**config.mk**
```make
export PLATFORM = sky130hd
export DESIGN_NAME = wdog_top
export DESIGN_NICKNAME = d
export VERILOG_FILES = /design/src/rtl/wdog_pkg.sv /design/src/rtl/wdog_tick.sv /design/src/rtl/wdog_pulse.sv /design/src/rtl/wdog_core.sv /design/src/rtl/wdog_top.sv
export SDC_FILE = /design/constraint.sdc
export NUM_CORES = 1
export LEC_CHECK = 0
export ABC_AREA = 0
export BUFFER_PORTS_ARGS = -buffer_cell sky130_fd_sc_hd__buf_4
export CAP_MARGIN = 10
export CORE_MARGIN = 2
export CORE_UTILIZATION = 67
export CTS_BUF_LIST = sky130_fd_sc_hd__clkbuf_4 sky130_fd_sc_hd__clkbuf_8
export DETAILED_ROUTE_END_ITERATION = 10
export PLACE_DENSITY = 0.95
export SLEW_MARGIN = 0
export SYNTH_ARGS = -nofsm -noshare
export SYNTH_HDL_FRONTEND = slang
export SYNTH_SLANG_ARGS = --single-unit
```
**constraint.sdc**
```tcl
create_clock -name clk -period 6.15 [get_ports clk]
set_input_delay 1.23 -clock clk [delete_from_list [all_inputs] [get_ports clk]]
set_output_delay 1.23 -clock clk [all_outputs]
set_load 0.01 [all_outputs]
```
**src/rtl/wdog_pkg.sv**
```systemverilog
package wdog_pkg;
    localparam int unsigned DW = 32;

    // Word indices (byte offset / 4)
    localparam int unsigned IDX_COUNT  = 0;
    localparam int unsigned IDX_RELOAD = 1;
    localparam int unsigned IDX_KICK   = 2;
    localparam int unsigned IDX_CTRL   = 3;
    localparam int unsigned IDX_PULSE  = 6;
    localparam int unsigned IDX_SCRATCH = 7;

    localparam logic [15:0] KICK_CODE = 16'h4755;

    // Top-byte codes of the pulse register
    localparam logic [7:0] CODE_POL_HIGH = 8'hA5;
    localparam logic [7:0] CODE_POL_LOW  = 8'h5A;
    localparam logic [7:0] CODE_PP_ON    = 8'hA8;
    localparam logic [7:0] CODE_PP_OFF   = 8'h8A;

    // Control bits
    localparam int unsigned CB_EN    = 0;
    localparam int unsigned CB_RST   = 1;
    localparam int unsigned CB_IRQ   = 2;
    localparam int unsigned CB_EXT   = 3;
    localparam int unsigned CB_SLOW  = 4;
    localparam logic [DW-1:0] CTRL_DROP = 32'h0000_0380;

    typedef struct packed {
        logic [DW-1:0] count;
        logic [DW-1:0] reload;
        logic [DW-1:0] ctrl;
        logic [DW-1:0] pulse;
        logic [DW-1:0] scratch;
        logic          run;
        logic          expire;
        logic          irq;
        logic          go;
    } wd_state_t;
endpackage

```
**src/rtl/wdog_tick.sv**
```systemverilog
module wdog_tick #(
    parameter int unsigned CLK_HZ  = 24_000_000,
    parameter int unsigned TICK_HZ = 1_000_000
) (
    input  logic clk,
    input  logic rst_n,
    output logic tick
);
    localparam int unsigned DIV = (CLK_HZ / TICK_HZ == 0) ? 1 : CLK_HZ / TICK_HZ;
    localparam int unsigned CW  = (DIV > 1) ? $clog2(DIV) : 1;

    generate
        if (DIV <= 1) begin : g_pass
            assign tick = 1'b1;
        end else begin : g_div
            logic [CW-1:0] cnt_d, cnt_q;

            always_comb begin
                if (cnt_q == CW'(DIV - 1)) cnt_d = '0;
                else                        cnt_d = cnt_q + 1'b1;
            end

            always_ff @(posedge clk or negedge rst_n) begin
                if (!rst_n) cnt_q <= '0;
                else        cnt_q <= cnt_d;
            end

            assign tick = (cnt_q == CW'(DIV - 1));

            // the slow tick is never two cycles wide
            assert_tick_spacing_R6: assert property (@(posedge clk) disable iff (!rst_n)
                tick |=> !tick);
        end
    endgenerate
endmodule

```
**src/rtl/wdog_pulse.sv**
```systemverilog
module wdog_pulse #(
    parameter int unsigned WB = 20
) (
    input  logic          clk,
    input  logic          rst_n,
    input  logic          start,
    input  logic          tick,
    input  logic [WB-1:0] width,
    input  logic          pol_high,
    input  logic          push_pull,
    output logic          rst_out,
    output logic          rst_oe
);
    logic [WB-1:0] cnt_d, cnt_q;
    logic          active;

    always_comb begin
        cnt_d = cnt_q;
        if (start)                    cnt_d = width;
        else if (tick && cnt_q != '0) cnt_d = cnt_q - 1'b1;
    end

    always_ff @(posedge clk or negedge rst_n) begin
        if (!rst_n) cnt_q <= '0;
        else        cnt_q <= cnt_d;
    end

    assign active  = (cnt_q != '0);
    assign rst_out = pol_high ? active : !active;
    assign rst_oe  = push_pull | active;

    // a start with nonzero width makes the pulse active on the next cycle
    assert_pulse_start_R8: assert property (@(posedge clk) disable iff (!rst_n)
        (start && width != '0) |=> active);
    // without a tick the pulse cannot end
    assert_pulse_hold_R8: assert property (@(posedge clk) disable iff (!rst_n)
        (active && !start && !tick) |=> active);
endmodule

```
**src/rtl/wdog_core.sv**
```systemverilog
module wdog_core
    import wdog_pkg::*;
#(
    parameter int unsigned AW          = 8,
    parameter int unsigned WB          = 20,
    parameter logic [31:0] RESET_COUNT = 32'h014F_B180
) (
    input  logic          clk,
    input  logic          rst_n,
    input  logic          bus_sel,
    input  logic          bus_wr,
    input  logic [AW-1:0] bus_addr,
    input  logic [DW-1:0] bus_wdata,
    output logic [DW-1:0] bus_rdata,
    input  logic          tick_us,
    input  logic          sdram_busy,
    output logic          expire_evt,
    output logic          irq,
    output logic          pulse_go,
    output logic [WB-1:0] pulse_width,
    output logic          pulse_tick,
    output logic          pol_high,
    output logic          push_pull
);
    localparam int unsigned IW = AW - 2;
    localparam logic [DW-1:0] PULSE_RESET = 32'h0000_00FF;

    wd_state_t s_d, s_q;

    logic          aligned, wr, kick, ctrl_wr, en_rise, en_fall, step, fire;
    logic [IW-1:0] widx;
    logic [DW-1:0] new_ctrl;
    logic [DW-1:0] new_pulse;

    always_comb begin
        aligned  = (bus_addr[1:0] == 2'b00);
        widx     = bus_addr[AW-1:2];
        wr       = bus_sel && bus_wr && aligned;
        kick     = wr && widx == IW'(IDX_KICK) && bus_wdata[15:0] == KICK_CODE;
        ctrl_wr  = wr && widx == IW'(IDX_CTRL);
        new_ctrl = bus_wdata & ~CTRL_DROP;
        en_rise  = ctrl_wr && new_ctrl[CB_EN] && !s_q.ctrl[CB_EN];
        en_fall  = ctrl_wr && !new_ctrl[CB_EN] && s_q.ctrl[CB_EN];
        pulse_tick = s_q.ctrl[CB_SLOW] ? tick_us : 1'b1;
        step     = s_q.ctrl[CB_EN] && s_q.run && pulse_tick;
        fire     = step && (s_q.count <= 32'd1) && !kick && !en_rise && !en_fall;

        new_pulse = s_q.pulse;
        unique case (bus_wdata[31:24])
            CODE_POL_HIGH: new_pulse[31] = 1'b1;
            CODE_POL_LOW:  new_pulse[31] = 1'b0;
            CODE_PP_ON:    new_pulse[30] = 1'b1;
            CODE_PP_OFF:   new_pulse[30] = 1'b0;
            default:       ;
        endcase
        new_pulse[WB-1:0] = bus_wdata[WB-1:0];

        s_d        = s_q;
        s_d.expire = 1'b0;
        s_d.go     = 1'b0;

        if (wr && widx == IW'(IDX_RELOAD))  s_d.reload  = bus_wdata;
        if (wr && widx == IW'(IDX_SCRATCH)) s_d.scratch = bus_wdata;
        if (wr && widx == IW'(IDX_PULSE))   s_d.pulse   = new_pulse;
        if (ctrl_wr)                        s_d.ctrl    = new_ctrl;

        if (kick) begin
            s_d.count = s_q.reload;
            s_d.run   = s_q.ctrl[CB_EN];
            s_d.irq   = 1'b0;
        end else if (en_rise) begin
            s_d.count = s_q.reload;
            s_d.run   = 1'b1;
        end else if (en_fall) begin
            s_d.run = 1'b0;
        end else if (fire) begin
            s_d.count = '0;
            s_d.run   = 1'b0;
            if (sdram_busy) begin
                s_d.ctrl = '0;
            end else begin
                s_d.expire = 1'b1;
                s_d.irq    = s_q.irq | s_q.ctrl[CB_IRQ];
                s_d.go     = s_q.ctrl[CB_RST] | s_q.ctrl[CB_EXT];
            end
        end else if (step) begin
            s_d.count = s_q.count - 1'b1;
        end
    end

    always_ff @(posedge clk or negedge rst_n) begin
        if (!rst_n) begin
            s_q         <= '0;
            s_q.count   <= RESET_COUNT;
            s_q.reload  <= RESET_COUNT;
            s_q.pulse   <= PULSE_RESET;
        end else begin
            s_q <= s_d;
        end
    end

    always_comb begin
        bus_rdata = '0;
        if (aligned) begin
            case (widx)
                IW'(IDX_COUNT):   bus_rdata = s_q.count;
                IW'(IDX_RELOAD):  bus_rdata = s_q.reload;
                IW'(IDX_CTRL):    bus_rdata = s_q.ctrl;
                IW'(IDX_PULSE):   bus_rdata = s_q.pulse;
                IW'(IDX_SCRATCH): bus_rdata = s_q.scratch;
                default:          bus_rdata = '0;
            endcase
        end
    end

    assign expire_evt  = s_q.expire;
    assign irq         = s_q.irq;
    assign pulse_go    = s_q.go;
    assign pulse_width = s_q.pulse[WB-1:0];
    assign pol_high    = s_q.pulse[31];
    assign push_pull   = s_q.pulse[30];

    assert_kick_reload_R2: assert property (@(posedge clk) disable iff (!rst_n)
        kick |=> (s_q.count == $past(s_q.reload)) && !s_q.irq);
    assert_ctrl_drop_R4: assert property (@(posedge clk) disable iff (!rst_n)
        ctrl_wr |=> (s_q.ctrl[9:7] == 3'b000));
    assert_irq_hold_R7: assert property (@(posedge clk) disable iff (!rst_n)
        (s_q.irq && !kick) |=> s_q.irq);
    assert_sdram_quiet_R10: assert property (@(posedge clk) disable iff (!rst_n)
        (fire && sdram_busy) |=> (!s_q.expire && !s_q.go && s_q.ctrl == '0));
    assert_kick_wins_R11: assert property (@(posedge clk) disable iff (!rst_n)
        kick |=> !s_q.expire);
endmodule

```
**src/rtl/wdog_top.sv**
```systemverilog
module wdog_top #(
    parameter int unsigned CLK_HZ      = 24_000_000,
    parameter int unsigned TICK_HZ     = 1_000_000,
    parameter int unsigned AW          = 8,
    parameter int unsigned WB          = 20,
    parameter logic [31:0] RESET_COUNT = 32'h014F_B180
) (
    input  logic          clk,
    input  logic          rst_n,
    input  logic          bus_sel,
    input  logic          bus_wr,
    input  logic [AW-1:0] bus_addr,
    input  logic [31:0]   bus_wdata,
    output logic [31:0]   bus_rdata,
    input  logic          sdram_rst_busy,
    output logic          expire_evt,
    output logic          irq,
    output logic          rst_pulse,
    output logic          rst_pulse_oe
);
    logic          tick_us, pulse_go, pulse_tick, pol_high, push_pull;
    logic [WB-1:0] pulse_width;

    wdog_tick #(.CLK_HZ(CLK_HZ), .TICK_HZ(TICK_HZ)) u_tick (
        .clk(clk), .rst_n(rst_n), .tick(tick_us)
    );

    wdog_core #(.AW(AW), .WB(WB), .RESET_COUNT(RESET_COUNT)) u_core (
        .clk(clk), .rst_n(rst_n),
        .bus_sel(bus_sel), .bus_wr(bus_wr), .bus_addr(bus_addr),
        .bus_wdata(bus_wdata), .bus_rdata(bus_rdata),
        .tick_us(tick_us), .sdram_busy(sdram_rst_busy),
        .expire_evt(expire_evt), .irq(irq),
        .pulse_go(pulse_go), .pulse_width(pulse_width), .pulse_tick(pulse_tick),
        .pol_high(pol_high), .push_pull(push_pull)
    );

    wdog_pulse #(.WB(WB)) u_pulse (
        .clk(clk), .rst_n(rst_n),
        .start(pulse_go), .tick(pulse_tick), .width(pulse_width),
        .pol_high(pol_high), .push_pull(push_pull),
        .rst_out(rst_pulse), .rst_oe(rst_pulse_oe)
    );
endmodule

```
# == Yosys cells after proc, flatten, opt, wreduce, memory -nomap -nowiden ==
# Index checks and enable logic that the tools add are counted.
# op_classes
n_bitwise,3
mux,30
n_div,0
n_shift,0
reduce_logical,38
n_eq_ne,15
mul,0
magnitude_cmp,1
add_sub_neg,3
# op_table
operator,n
32-bit two-way mux,12
32-bit one-hot mux with 5 select lines,1
20-bit two-way mux,2
"32-bit by 1-bit less-or-equal comparator with 1-bit output, second input constant",1
"32-bit by 1-bit subtractor with 32-bit output, second input constant",1
"8-bit == test, second input constant",3
20-bit nonzero test,1
"20-bit by 1-bit subtractor with 20-bit output, second input constant",1
1-bit logical AND,19
"16-bit by 15-bit == test with 1-bit output, second input constant",1
"6-bit by 2-bit == test with 1-bit output, second input constant",2
"6-bit by 3-bit == test with 1-bit output, second input constant",2
3-bit two-way mux,3
"8-bit by 7-bit == test with 1-bit output, second input constant",1
1-bit two-way mux,8
2-bit nonzero test,4
4-bit nonzero test,2
"6-bit by 1-bit == test with 1-bit output, second input constant",1
1-bit logical NOT,6
6-bit logical NOT,1
"2-bit by 1-bit inequality test with 1-bit output, second input constant",3
2-bit AND reduction,3
"5-bit by 1-bit adder with 5-bit output, second input constant",1
"5-bit == test, second input constant",1
7 further kinds,10
# word_totals
input_bits,45
ff_bits,179
wordCells,103
romBits,0
latch_bits,0
ram_bits,0
memories,0

# == Longest topological paths before layout ==
# Gate-level depths: netlist of run 1.
# depth
depth_word,12
depth_mapped,10
ltp_nobuf,9

# == Modules after synthesis ==
# From an unflattened synthesis of run 1, not the netlist that was laid out.
# hier_totals
cells_unflattened,981
hier_area_um2,9744.3
# modules_own_cells
mod,area_each_um2,cells_per_inst,n_inst
wdog_core,8112.8,795,1
wdog_pulse,1415.1,171,1
wdog_tick,216.5,15,1

# == Worst setup path after synthesis of run 1 ==
# OpenSTA, ideal clock, no wires.
# synth_timing
path_type,input port to output port
start,in bus_addr[5]
end,out bus_rdata[29]
path_buffers,1
arrival_ps,2708
slack_ps,2212
required_time_ps,4920
cell_stages,6
path_cell_list,or4_1 nor2_1 clkbuf_1 a22o_1 a222oi_1 nor2_1
# synth_via
elab_chain_len,3
# synth_rtl
element,line_no,source
start: declaration,wdog_top.sv:12,"input logic [AW-1:0] bus_addr,"
"6-bit by 3-bit == test with 1-bit output, or another cell as far along",wdog_core.sv:105,case (widx)
32-bit one-hot mux with 5 select lines (*),wdog_core.sv:105,
32-bit two-way mux (*),wdog_core.sv:104,if (aligned) begin
end: declaration,wdog_top.sv:14,"output logic [31:0] bus_rdata,"
# Every way passes the cells marked *; elsewhere a longest branch is shown, timed or not.

# == Worst setup path in the final report of run 1 ==
# layout_timing
start,in bus_addr[5]
end,out bus_rdata[21]
# Same word-level chain as after synthesis.

==> results of run 1 <==
==> area by class of cell <==
class,count,area (sq um)
Multi-Input combinational cell,709,4860
Sequential cell,179,4517
Fill cell,876,3181
Timing Repair Buffer,97,732.0
Clock buffer,20,256.5
Tap cell,180,225.2
Clock inverter,12,180.2
Inverter,10,37.54
==> cell usage in the layout (no fill, tap or decap), types with 6 or more instances in the layout <==
cell type and n:
a21oi_1 76, mux2_2 87, nor4_1 10, buf_4 96, xnor2_1 14, a21o_1 15, or4_1 12, or3_1 10
o21ai_1 19, nand3_1 18, clkbuf_8 17, a222oi_1 12, dfstp_2 30, nand4_1 8, mux2i_1 44, o21ai_0 27
o211ai_1 7, nor3_1 19, xor2_1 6, o22ai_1 23, inv_1 9, nor3b_1 6, nor4_2 6, a22o_1 14
dfrtp_1 149, nand2_1 118, nor2_1 68
==> per-stage QoR <==
step / hold slack, ns / instance area [sq um] / cells / setup WS (ns)
finish: 0.4595 / 10810 / 1207 / 1.467
global placement: 0.4477 / 10370 / 1175 / 1.736
detailed placement: 0.4487 / 10370 / 1175 / 1.626
CTS: 0.4638 / 10810 / 1207 / 1.586
floorplan: 0.4319 / 9676 / 957 / 2.212
global route: 0.4944 / 10810 / 1207 / 1.352
==> state kept, by name, indices dropped and copies added, names as in the netlist <==
name and cells:
u_core.s_q 129, u_core.pulse_go 1, u_core.expire_evt 1, u_core.irq 1, u_tick.g_div.cnt_q 5, u_core.pulse_width 20
u_core.pol_high 1, u_core.push_pull 1, u_pulse.cnt_q 20
==> Yosys cell counts, types with 6 or more instances <==
library cell	count	area share (%)
nor4_1	10	0.65
nor4_2	6	0.78
a22o_1	14	1.3
dfrtp_1	149	39
o21ai_1	19	0.98
nor3_1	20	1.0
nand4_1	8	0.52
a21oi_1	76	3.9
a222oi_1	12	1.2
nand2_1	118	4.6
or3_1	10	0.65
nand3_1	18	0.93
xor2_1	6	0.54
dfstp_2	30	8.1
or4_1	12	0.93
o211ai_1	7	0.54
clkbuf_1	37	1.4
nor2_1	68	2.6
o21ai_0	27	1.4
nor3b_1	6	0.47
inv_1	9	0.35
o22ai_1	23	1.5
xnor2_1	14	1.3
a21o_1	15	1.2
mux2i_1	44	4.6
mux2_2	87	10
buf_1	7	0.27
buf_2	9	0.47
==> kinds of logic (layout without fill, tap and decap cells) <==
group | count (synthesis) | in the layout | share of synthesized area, %
AO/OA/AOI/OAI | 232 | 232 | 15.62
XOR/XNOR | 20 | 20 | 1.810
adder cells (fa/ha/maj) | 4 | 4 | 0.5173
buffers and inverters | 69 | 139 | 3.142
flip-flops | 179 | 179 | 46.68
multiplexers | 131 | 131 | 14.68
AND/OR/NAND/NOR | 322 | 322 | 17.55
==> where the power goes <==
part | leakage (nW) | switching (mW) | internal [mW]
clock | 0.218 | 0.438 | 0.458
sequential | 2.30 | 0.0262 | 1.21
combinational | 2.28 | 0.132 | 0.0858
==> path summary, 6_finish.rpt <==
path                                    endpoint  slack [ns]
setup / recovery                   bus_rdata[21]        1.47
hold / removal             u_tick.g_div.cnt_q[0]        0.46
setup reg to reg                  u_core.s_q[75]        2.69
hold reg to reg            u_tick.g_div.cnt_q[0]        0.46
max in group asynchronous         u_core.s_q[87]        4.16
min in group asynchronous  u_tick.g_div.cnt_q[2]        0.78
==> metal layers <==
layer | vias up | GRT usage, % | wire length [um]
met5 | - | 0 | 0
met4 | 0 | 18.68 | 1171
met3 | 126 | 9.661 | 3284
met2 | 678 | 58.37 | 12940
met1 | 4191 | 50.72 | 10610
li1 | 3646 | - | -
==> flow_summary.html, run 1 <==
<table>
<tr><th>Metric</th><th>Value</th></tr>
<tr><th colspan="2">Layout</th></tr>
<tr><td>Layout area overhead</td><td>11.70%</td></tr>
<tr><td>Antenna cell count</td><td>0</td></tr>
<tr><td>Nets@finish</td><td>1,063</td></tr>
<tr><td>Final Util</td><td>77.26%</td></tr>
<tr><td>Layout cells sized above 1</td><td>26.68%</td></tr>
<tr><th colspan="2">CTS</th></tr>
<tr><td>Clk pin slew, worst setup/hold paths</td><td>0.10 ns</td></tr>
<tr><td>Number of gates given a new drive strength after cts</td><td>0</td></tr>
<tr><td>Hold-fix buffers at CTS</td><td>0</td></tr>
<tr><td>Clock network latency to the later pin of the worst-skew pair</td><td>0.47 ns</td></tr>
<tr><td>Root cell of the clock tree</td><td>clkbuf_8</td></tr>
<tr><td>Deepest level of the CTS H-tree</td><td>4</td></tr>
<tr><td>TritonCTS clock tree</td><td>built</td></tr>
<tr><td>Number of buffers added by the clock tree synthesis step</td><td>17</td></tr>
<tr><td>Clk buf depth</td><td>2</td></tr>
<tr><td>Number of buffers inserted by post-CTS setup repair</td><td>0</td></tr>
<tr><td>TritonCTS Sinks</td><td>179</td></tr>
<tr><th colspan="2">STA</th></tr>
<tr><td>Slew at the pin with the worst max-slew slack</td><td>1.163 ns</td></tr>
<tr><td>Max Clock Freq</td><td>213.6 MHz</td></tr>
<tr><td>Min cycle time layout</td><td>4.683 ns</td></tr>
<tr><td>Slew margin rel.</td><td>22.15%</td></tr>
<tr><td>Final count of pins violating max slew</td><td>0</td></tr>
<tr><td>Hold Vio Cnt, Final</td><td>0</td></tr>
<tr><td>Total negative slack</td><td>0 ns</td></tr>
<tr><td>Part of the cycle the worst path needs</td><td>76.14%</td></tr>
<tr><td>Final setup violating endpoints</td><td>0</td></tr>
<tr><td>Clk_skew</td><td>0.01511 ns</td></tr>
<tr><td>RSZ-0062 raised after global routing</td><td>false</td></tr>
<tr><th colspan="2">Hold path</th></tr>
<tr><td>Hold Path Depth</td><td>1</td></tr>
<tr><td>Hold path startpoint</td><td>u_tick.g_div.cnt_q[0]</td></tr>
<tr><td>Worst Hold Class</td><td>reg2reg</td></tr>
<tr><th colspan="2">Setup path</th></tr>
<tr><td>Largest stage delay, worst path</td><td>0.57 ns</td></tr>
<tr><td>Series of cell instances along the critical path</td><td>buf_4, nor4_2, nand2_1, buf_4, nor2_1, a222oi_1, nor2_1, buf_4</td></tr>
<tr><td>Critical path depth in cells</td><td>8</td></tr>
<tr><td>Setup crit start kind</td><td>input port</td></tr>
<tr><td>WP buf/inv</td><td>3</td></tr>
<tr><td>WS Path Type</td><td>in2out</td></tr>
<tr><td>Maximum fanout encountered on the critical timing path</td><td>26</td></tr>
<tr><td>Critical path's most frequent cell</td><td>buf_4</td></tr>
<tr><td>Cell type of the slowest stage on the worst timing path</td><td>nor2_1</td></tr>
<tr><td>Beginning of the critical path</td><td>bus_addr[5]</td></tr>
<tr><td>Worst EP required</td><td>4.92 ns</td></tr>
<tr><td>Number of cells on the worst reg-to-reg path</td><td>7</td></tr>
<tr><td>Critical Path AT</td><td>3.45 ns</td></tr>
<tr><td>Crit. End Element</td><td>output port</td></tr>
<tr><td>Family of cells with the greatest summed delay on the critical path</td><td>simple AND/OR/NAND/NOR gates</td></tr>
<tr><td>Critical R2R Launch</td><td>u_core.s_q[157]</td></tr>
<tr><th colspan="2">Placement</th></tr>
<tr><td>Port buffer count</td><td>80</td></tr>
<tr><td>Placer Congestion</td><td>0.9504</td></tr>
<tr><td>HPWL reported at the end of detailed placement</td><td>18,690 um</td></tr>
<tr><th colspan="2">Route</th></tr>
<tr><td>Count of vias placed by the detailed router</td><td>8,641</td></tr>
<tr><td>Number of DRC markers in iteration 0</td><td>1,391</td></tr>
<tr><td>Total iterations of the first detailed-routing run</td><td>10</td></tr>
<tr><td>Avg WL per Cell</td><td>23.21 um</td></tr>
<tr><td>WL final</td><td>28,010 um</td></tr>
<tr><td>Post-DR vias/cell</td><td>7.159</td></tr>
<tr><td>DRC violation count after routing</td><td>0</td></tr>
<tr><td>Number of nets with antenna violations after routing</td><td>0</td></tr>
<tr><th colspan="2">Floorplan</th></tr>
<tr><td>Boundary Pins</td><td>81</td></tr>
<tr><td>Die height</td><td>124.2 um</td></tr>
<tr><td>Site Rows</td><td>43</td></tr>
<tr><td>Effective utilization at floorplan</td><td>69.17%</td></tr>
<tr><td>Die footprint</td><td>0.01542 sq mm</td></tr>
<tr><td>Width of the die</td><td>124.2 um</td></tr>
<tr><td>Placeable core area</td><td>0.01399 sq mm</td></tr>
<tr><th colspan="2">Synth</th></tr>
<tr><td>Number of instances in the synthesized netlist</td><td>957</td></tr>
<tr><td>Warnings, synthesis</td><td>0</td></tr>
<tr><td>Cell area after synthesis</td><td>0.009676 sq mm</td></tr>
<tr><td>Net Count, Synth</td><td>1,006</td></tr>
<tr><td>#FFs+latches synth</td><td>179</td></tr>
<tr><td>Unique masters post-synth</td><td>77</td></tr>
<tr><td>Share of flip-flops with an asynchronous set or reset after synthesis</td><td>100.0%</td></tr>
<tr><td>Ys flop type</td><td>dfrtp_1</td></tr>
<tr><td>Post-Synthesis Mean Instance Area</td><td>10.11 sq um</td></tr>
<tr><td>Sequential share of the synthesized area</td><td>46.68%</td></tr>
<tr><td>Number of enable-type register cells in the synthesized netlist</td><td>0</td></tr>
<tr><th colspan="2">Power</th></tr>
<tr><td>Power density over the cells</td><td>217.2 mW/mm^2</td></tr>
<tr><td>Worst voltage drop across the vdd grid</td><td>0.1846 mV</td></tr>
<tr><td>Leakage power of the design</td><td>4.801 nW</td></tr>
<tr><td>Power consumption</td><td>2.348 mW</td></tr>
<tr><th colspan="2">Outcome</th></tr>
<tr><td>Outcome</td><td>completed</td></tr>
<tr><th colspan="2">GRT</th></tr>
<tr><td>Overall Global Routing Usage</td><td>38.08%</td></tr>
<tr><td>Largest net degree at the start of global routing</td><td>83</td></tr>
<tr><td>Via count of the first global-routing pass</td><td>8,456</td></tr>
<tr><td>GRT overflow</td><td>0</td></tr>
<tr><td>First-pass GRT wire length</td><td>44,220 um</td></tr>
<tr><td>Number of antenna violations at the first check in global routing</td><td>0</td></tr>
<tr><th colspan="2">Run</th></tr>
<tr><td>Max Cap Violations</td><td>0</td></tr>
</table>
Power figures use the tool's default switching activity.
==> inputs of run 2 (changes only) <==
--- a/config.mk
+++ b/config.mk
@@ -9,10 +9,10 @@
 export BUFFER_PORTS_ARGS = -buffer_cell sky130_fd_sc_hd__buf_4
 export CAP_MARGIN = 10
 export CORE_MARGIN = 2
-export CORE_UTILIZATION = 67
+export CORE_UTILIZATION = 62
 export CTS_BUF_LIST = sky130_fd_sc_hd__clkbuf_4 sky130_fd_sc_hd__clkbuf_8
 export DETAILED_ROUTE_END_ITERATION = 10
-export PLACE_DENSITY = 0.95
+export PLACE_DENSITY = 0.89
 export SLEW_MARGIN = 0
 export SYNTH_ARGS = -nofsm -noshare
 export SYNTH_HDL_FRONTEND = slang
==> constraint.sdc (replaced) <==
create_clock -name clk -period 4.5 [get_ports clk]
set_input_delay 0.9 -clock clk [delete_from_list [all_inputs] [get_ports clk]]
set_output_delay 0.9 -clock clk [all_outputs]
set_load 0.01 [all_outputs]
==> run 2 against run 1 <==
Count of clock-buffer cells in the layout grew 6; sequential share of layout area down 0.17 points; worst setup slack lost 0.87 ns; sequential cell count unchanged; wire length down 4.2%.
==> flow_summary.html, run 2 (same netlist as run 1, synthesis figures left out) <==
<table>
<tr><th>Metric</th><th>Value</th></tr>
<tr><th colspan="2">Outcome</th></tr>
<tr><td>Outcome</td><td>completed</td></tr>
<tr><th colspan="2">CTS</th></tr>
<tr><td>Number of buffers inserted by post-CTS setup repair</td><td>0</td></tr>
<tr><td>Number of gates given a new drive strength after cts</td><td>0</td></tr>
<tr><td>TritonCTS Sinks</td><td>179</td></tr>
<tr><td>Clk pin slew, worst setup/hold paths</td><td>0.09 ns</td></tr>
<tr><td>Deepest level of the CTS H-tree</td><td>4</td></tr>
<tr><td>Clk buf depth</td><td>2</td></tr>
<tr><td>TritonCTS clock tree</td><td>built</td></tr>
<tr><td>Clock network latency to the later pin of the worst-skew pair</td><td>0.48 ns</td></tr>
<tr><td>Hold-fix buffers at CTS</td><td>0</td></tr>
<tr><td>Root cell of the clock tree</td><td>clkbuf_8</td></tr>
<tr><td>Number of buffers added by the clock tree synthesis step</td><td>17</td></tr>
<tr><th colspan="2">GRT</th></tr>
<tr><td>First-pass GRT wire length</td><td>42,640 um</td></tr>
<tr><td>GRT overflow</td><td>0</td></tr>
<tr><td>Largest net degree at the start of global routing</td><td>91</td></tr>
<tr><td>Number of antenna violations at the first check in global routing</td><td>0</td></tr>
<tr><td>Via count of the first global-routing pass</td><td>7,961</td></tr>
<tr><td>Overall Global Routing Usage</td><td>33.43%</td></tr>
<tr><th colspan="2">Floorplan</th></tr>
<tr><td>Width of the die</td><td>128.9 um</td></tr>
<tr><td>Effective utilization at floorplan</td><td>63.65%</td></tr>
<tr><td>Site Rows</td><td>45</td></tr>
<tr><td>Boundary Pins</td><td>81</td></tr>
<tr><td>Placeable core area</td><td>0.01520 sq mm</td></tr>
<tr><td>Die footprint</td><td>0.01662 sq mm</td></tr>
<tr><td>Die height</td><td>128.9 um</td></tr>
<tr><th colspan="2">STA</th></tr>
<tr><td>Slew at the pin with the worst max-slew slack</td><td>1.068 ns</td></tr>
<tr><td>Min cycle time layout</td><td>3.904 ns</td></tr>
<tr><td>Part of the cycle the worst path needs</td><td>86.76%</td></tr>
<tr><td>Total negative slack</td><td>0 ns</td></tr>
<tr><td>Clk_skew</td><td>0.01055 ns</td></tr>
<tr><td>Fin Hold WS</td><td>0.4478 ns</td></tr>
<tr><td>Hold Vio Cnt, Final</td><td>0</td></tr>
<tr><td>Max Clock Freq</td><td>256.1 MHz</td></tr>
<tr><td>Final setup violating endpoints</td><td>0</td></tr>
<tr><td>Slew margin rel.</td><td>28.72%</td></tr>
<tr><td>Final count of pins violating max slew</td><td>0</td></tr>
<tr><td>RSZ-0062 raised after global routing</td><td>false</td></tr>
<tr><td>Final setup slack of the worst path</td><td>0.5957 ns</td></tr>
<tr><th colspan="2">Placement</th></tr>
<tr><td>Worst setup slack before clock tree synthesis</td><td>0.7515 ns</td></tr>
<tr><td>Port buffer count</td><td>80</td></tr>
<tr><td>HPWL reported at the end of detailed placement</td><td>18,210 um</td></tr>
<tr><td>Placer Congestion</td><td>0.9719</td></tr>
<tr><td>Instance area after placement</td><td>0.01044 sq mm</td></tr>
<tr><th colspan="2">Layout</th></tr>
<tr><td>Antenna cell count</td><td>0</td></tr>
<tr><td>Commonest non-fill, non-tap cells in the layout</td><td>dfrtp_1 (149), nand2_1 (118), buf_4 (98)</td></tr>
<tr><td>Nets@finish</td><td>1,067</td></tr>
<tr><td>Top reg by flops</td><td>u_core.s_q</td></tr>
<tr><td>Final Util</td><td>71.38%</td></tr>
<tr><td>Flip-flop count of the largest register, all copies and words added</td><td>129</td></tr>
<tr><td>Layout cells sized above 1</td><td>27.06%</td></tr>
<tr><td>Area of the multi-input gates</td><td>0.004862 sq mm</td></tr>
<tr><td>Area of all placed cells without fillers</td><td>0.01085 sq mm</td></tr>
<tr><td>Area taken by flip-flops and latches</td><td>0.004517 sq mm</td></tr>
<tr><td>Filler Cell Count</td><td>1,108</td></tr>
<tr><td>Layout area overhead</td><td>12.16%</td></tr>
<tr><td>Most common cell after layout, fill and taps aside</td><td>dfrtp_1</td></tr>
<tr><th colspan="2">Route</th></tr>
<tr><td>Total iterations of the first detailed-routing run</td><td>6</td></tr>
<tr><td>Number of nets with antenna violations after routing</td><td>0</td></tr>
<tr><td>WL final</td><td>26,840 um</td></tr>
<tr><td>DRC violation count after routing</td><td>0</td></tr>
<tr><td>Count of vias placed by the detailed router</td><td>8,395</td></tr>
<tr><td>Post-DR vias/cell</td><td>6.887</td></tr>
<tr><td>Avg WL per Cell</td><td>22.02 um</td></tr>
<tr><td>Number of DRC markers in iteration 0</td><td>1,122</td></tr>
<tr><th colspan="2">Setup path</th></tr>
<tr><td>WS Path Type</td><td>in2out</td></tr>
<tr><td>Critical Path AT</td><td>3.00 ns</td></tr>
<tr><td>Maximum fanout encountered on the critical timing path</td><td>30</td></tr>
<tr><td>Worst EP required</td><td>3.60 ns</td></tr>
<tr><td>Crit. End Element</td><td>output port</td></tr>
<tr><td>Setup crit start kind</td><td>input port</td></tr>
<tr><th colspan="2">Hold path</th></tr>
<tr><td>Worst Hold Class</td><td>in2async</td></tr>
<tr><th colspan="2">Power</th></tr>
<tr><td>Worst voltage drop across the vdd grid</td><td>0.1870 mV</td></tr>
<tr><td>Leakage power of the design</td><td>4.821 nW</td></tr>
<tr><td>Power density over the cells</td><td>286.3 mW/mm^2</td></tr>
<tr><th colspan="2">Run</th></tr>
<tr><td>Max Cap Violations</td><td>0</td></tr>
</table>
run 2: worst paths after layout:
check / start / endpoint / slack [ns] / depth (start not counted)
hold / removal: rst_n / u_tick.g_div.cnt_q[3] / 0.45 / 1
max in group asynchronous: rst_n / u_core.s_q[145] / 3.03 / 2
min in group clk: u_tick.g_div.cnt_q[0] / u_tick.g_div.cnt_q[0] / 0.48 / 1
setup reg to reg: u_core.s_q[132] / u_core.s_q[156] / 1.35 / 8
setup / recovery: bus_addr[3] / bus_rdata[20] / 0.60 / 7
hold reg to reg: u_tick.g_div.cnt_q[0] / u_tick.g_div.cnt_q[0] / 0.48 / 1
run 2: layer usage:
| metal | part of all wire (%) | track usage (%) | routed length [um] |
|---|---|---|---|
| met1 | 41 | 47.75 | 11130 |
| met2 | 44 | 49.64 | 11850 |
| met3 | 11 | 8.690 | 3072 |
| met4 | 2.9 | 12.34 | 789 |
| met5 | 0 | 0 | 0 |
run 2: critical path, stage by stage:
cell and delay [ns]:
buf_4 0.42, nand3_1 0.22, buf_4 0.29, nor2_1 0.60, a222oi_1 0.25, nor2_1 0.15, buf_4 0.13
run 2: where the power goes:
part | internal [mW] | switching (mW) | leakage (nW)
Sequential | 1.65 | 0.0349 | 2.30
Clock | 0.556 | 0.570 | 0.209
Combinational | 0.118 | 0.176 | 2.31
Total | 2.33 | 0.781 | 4.82
run 2: through the flow:
step / cells / power (mW)
after floorplan: 957 / 1.868
after global placement: 1187 / 1.995
after detailed placement: 1187 / 2.006
after CTS: 1219 / 3.107
after global routing: 1219 / 3.215
final: 1219 / 3.107
run 2: cell type report:
class	count	share of cell area (%)
Clock buffer	26	3.182
Sequential cell	179	41.62
Tap cell	188	2.168
Multi-Input combinational cell	709	44.81
Inverter	10	0.3459
Clock inverter	6	0.6226
Timing Repair Buffer	101	7.252
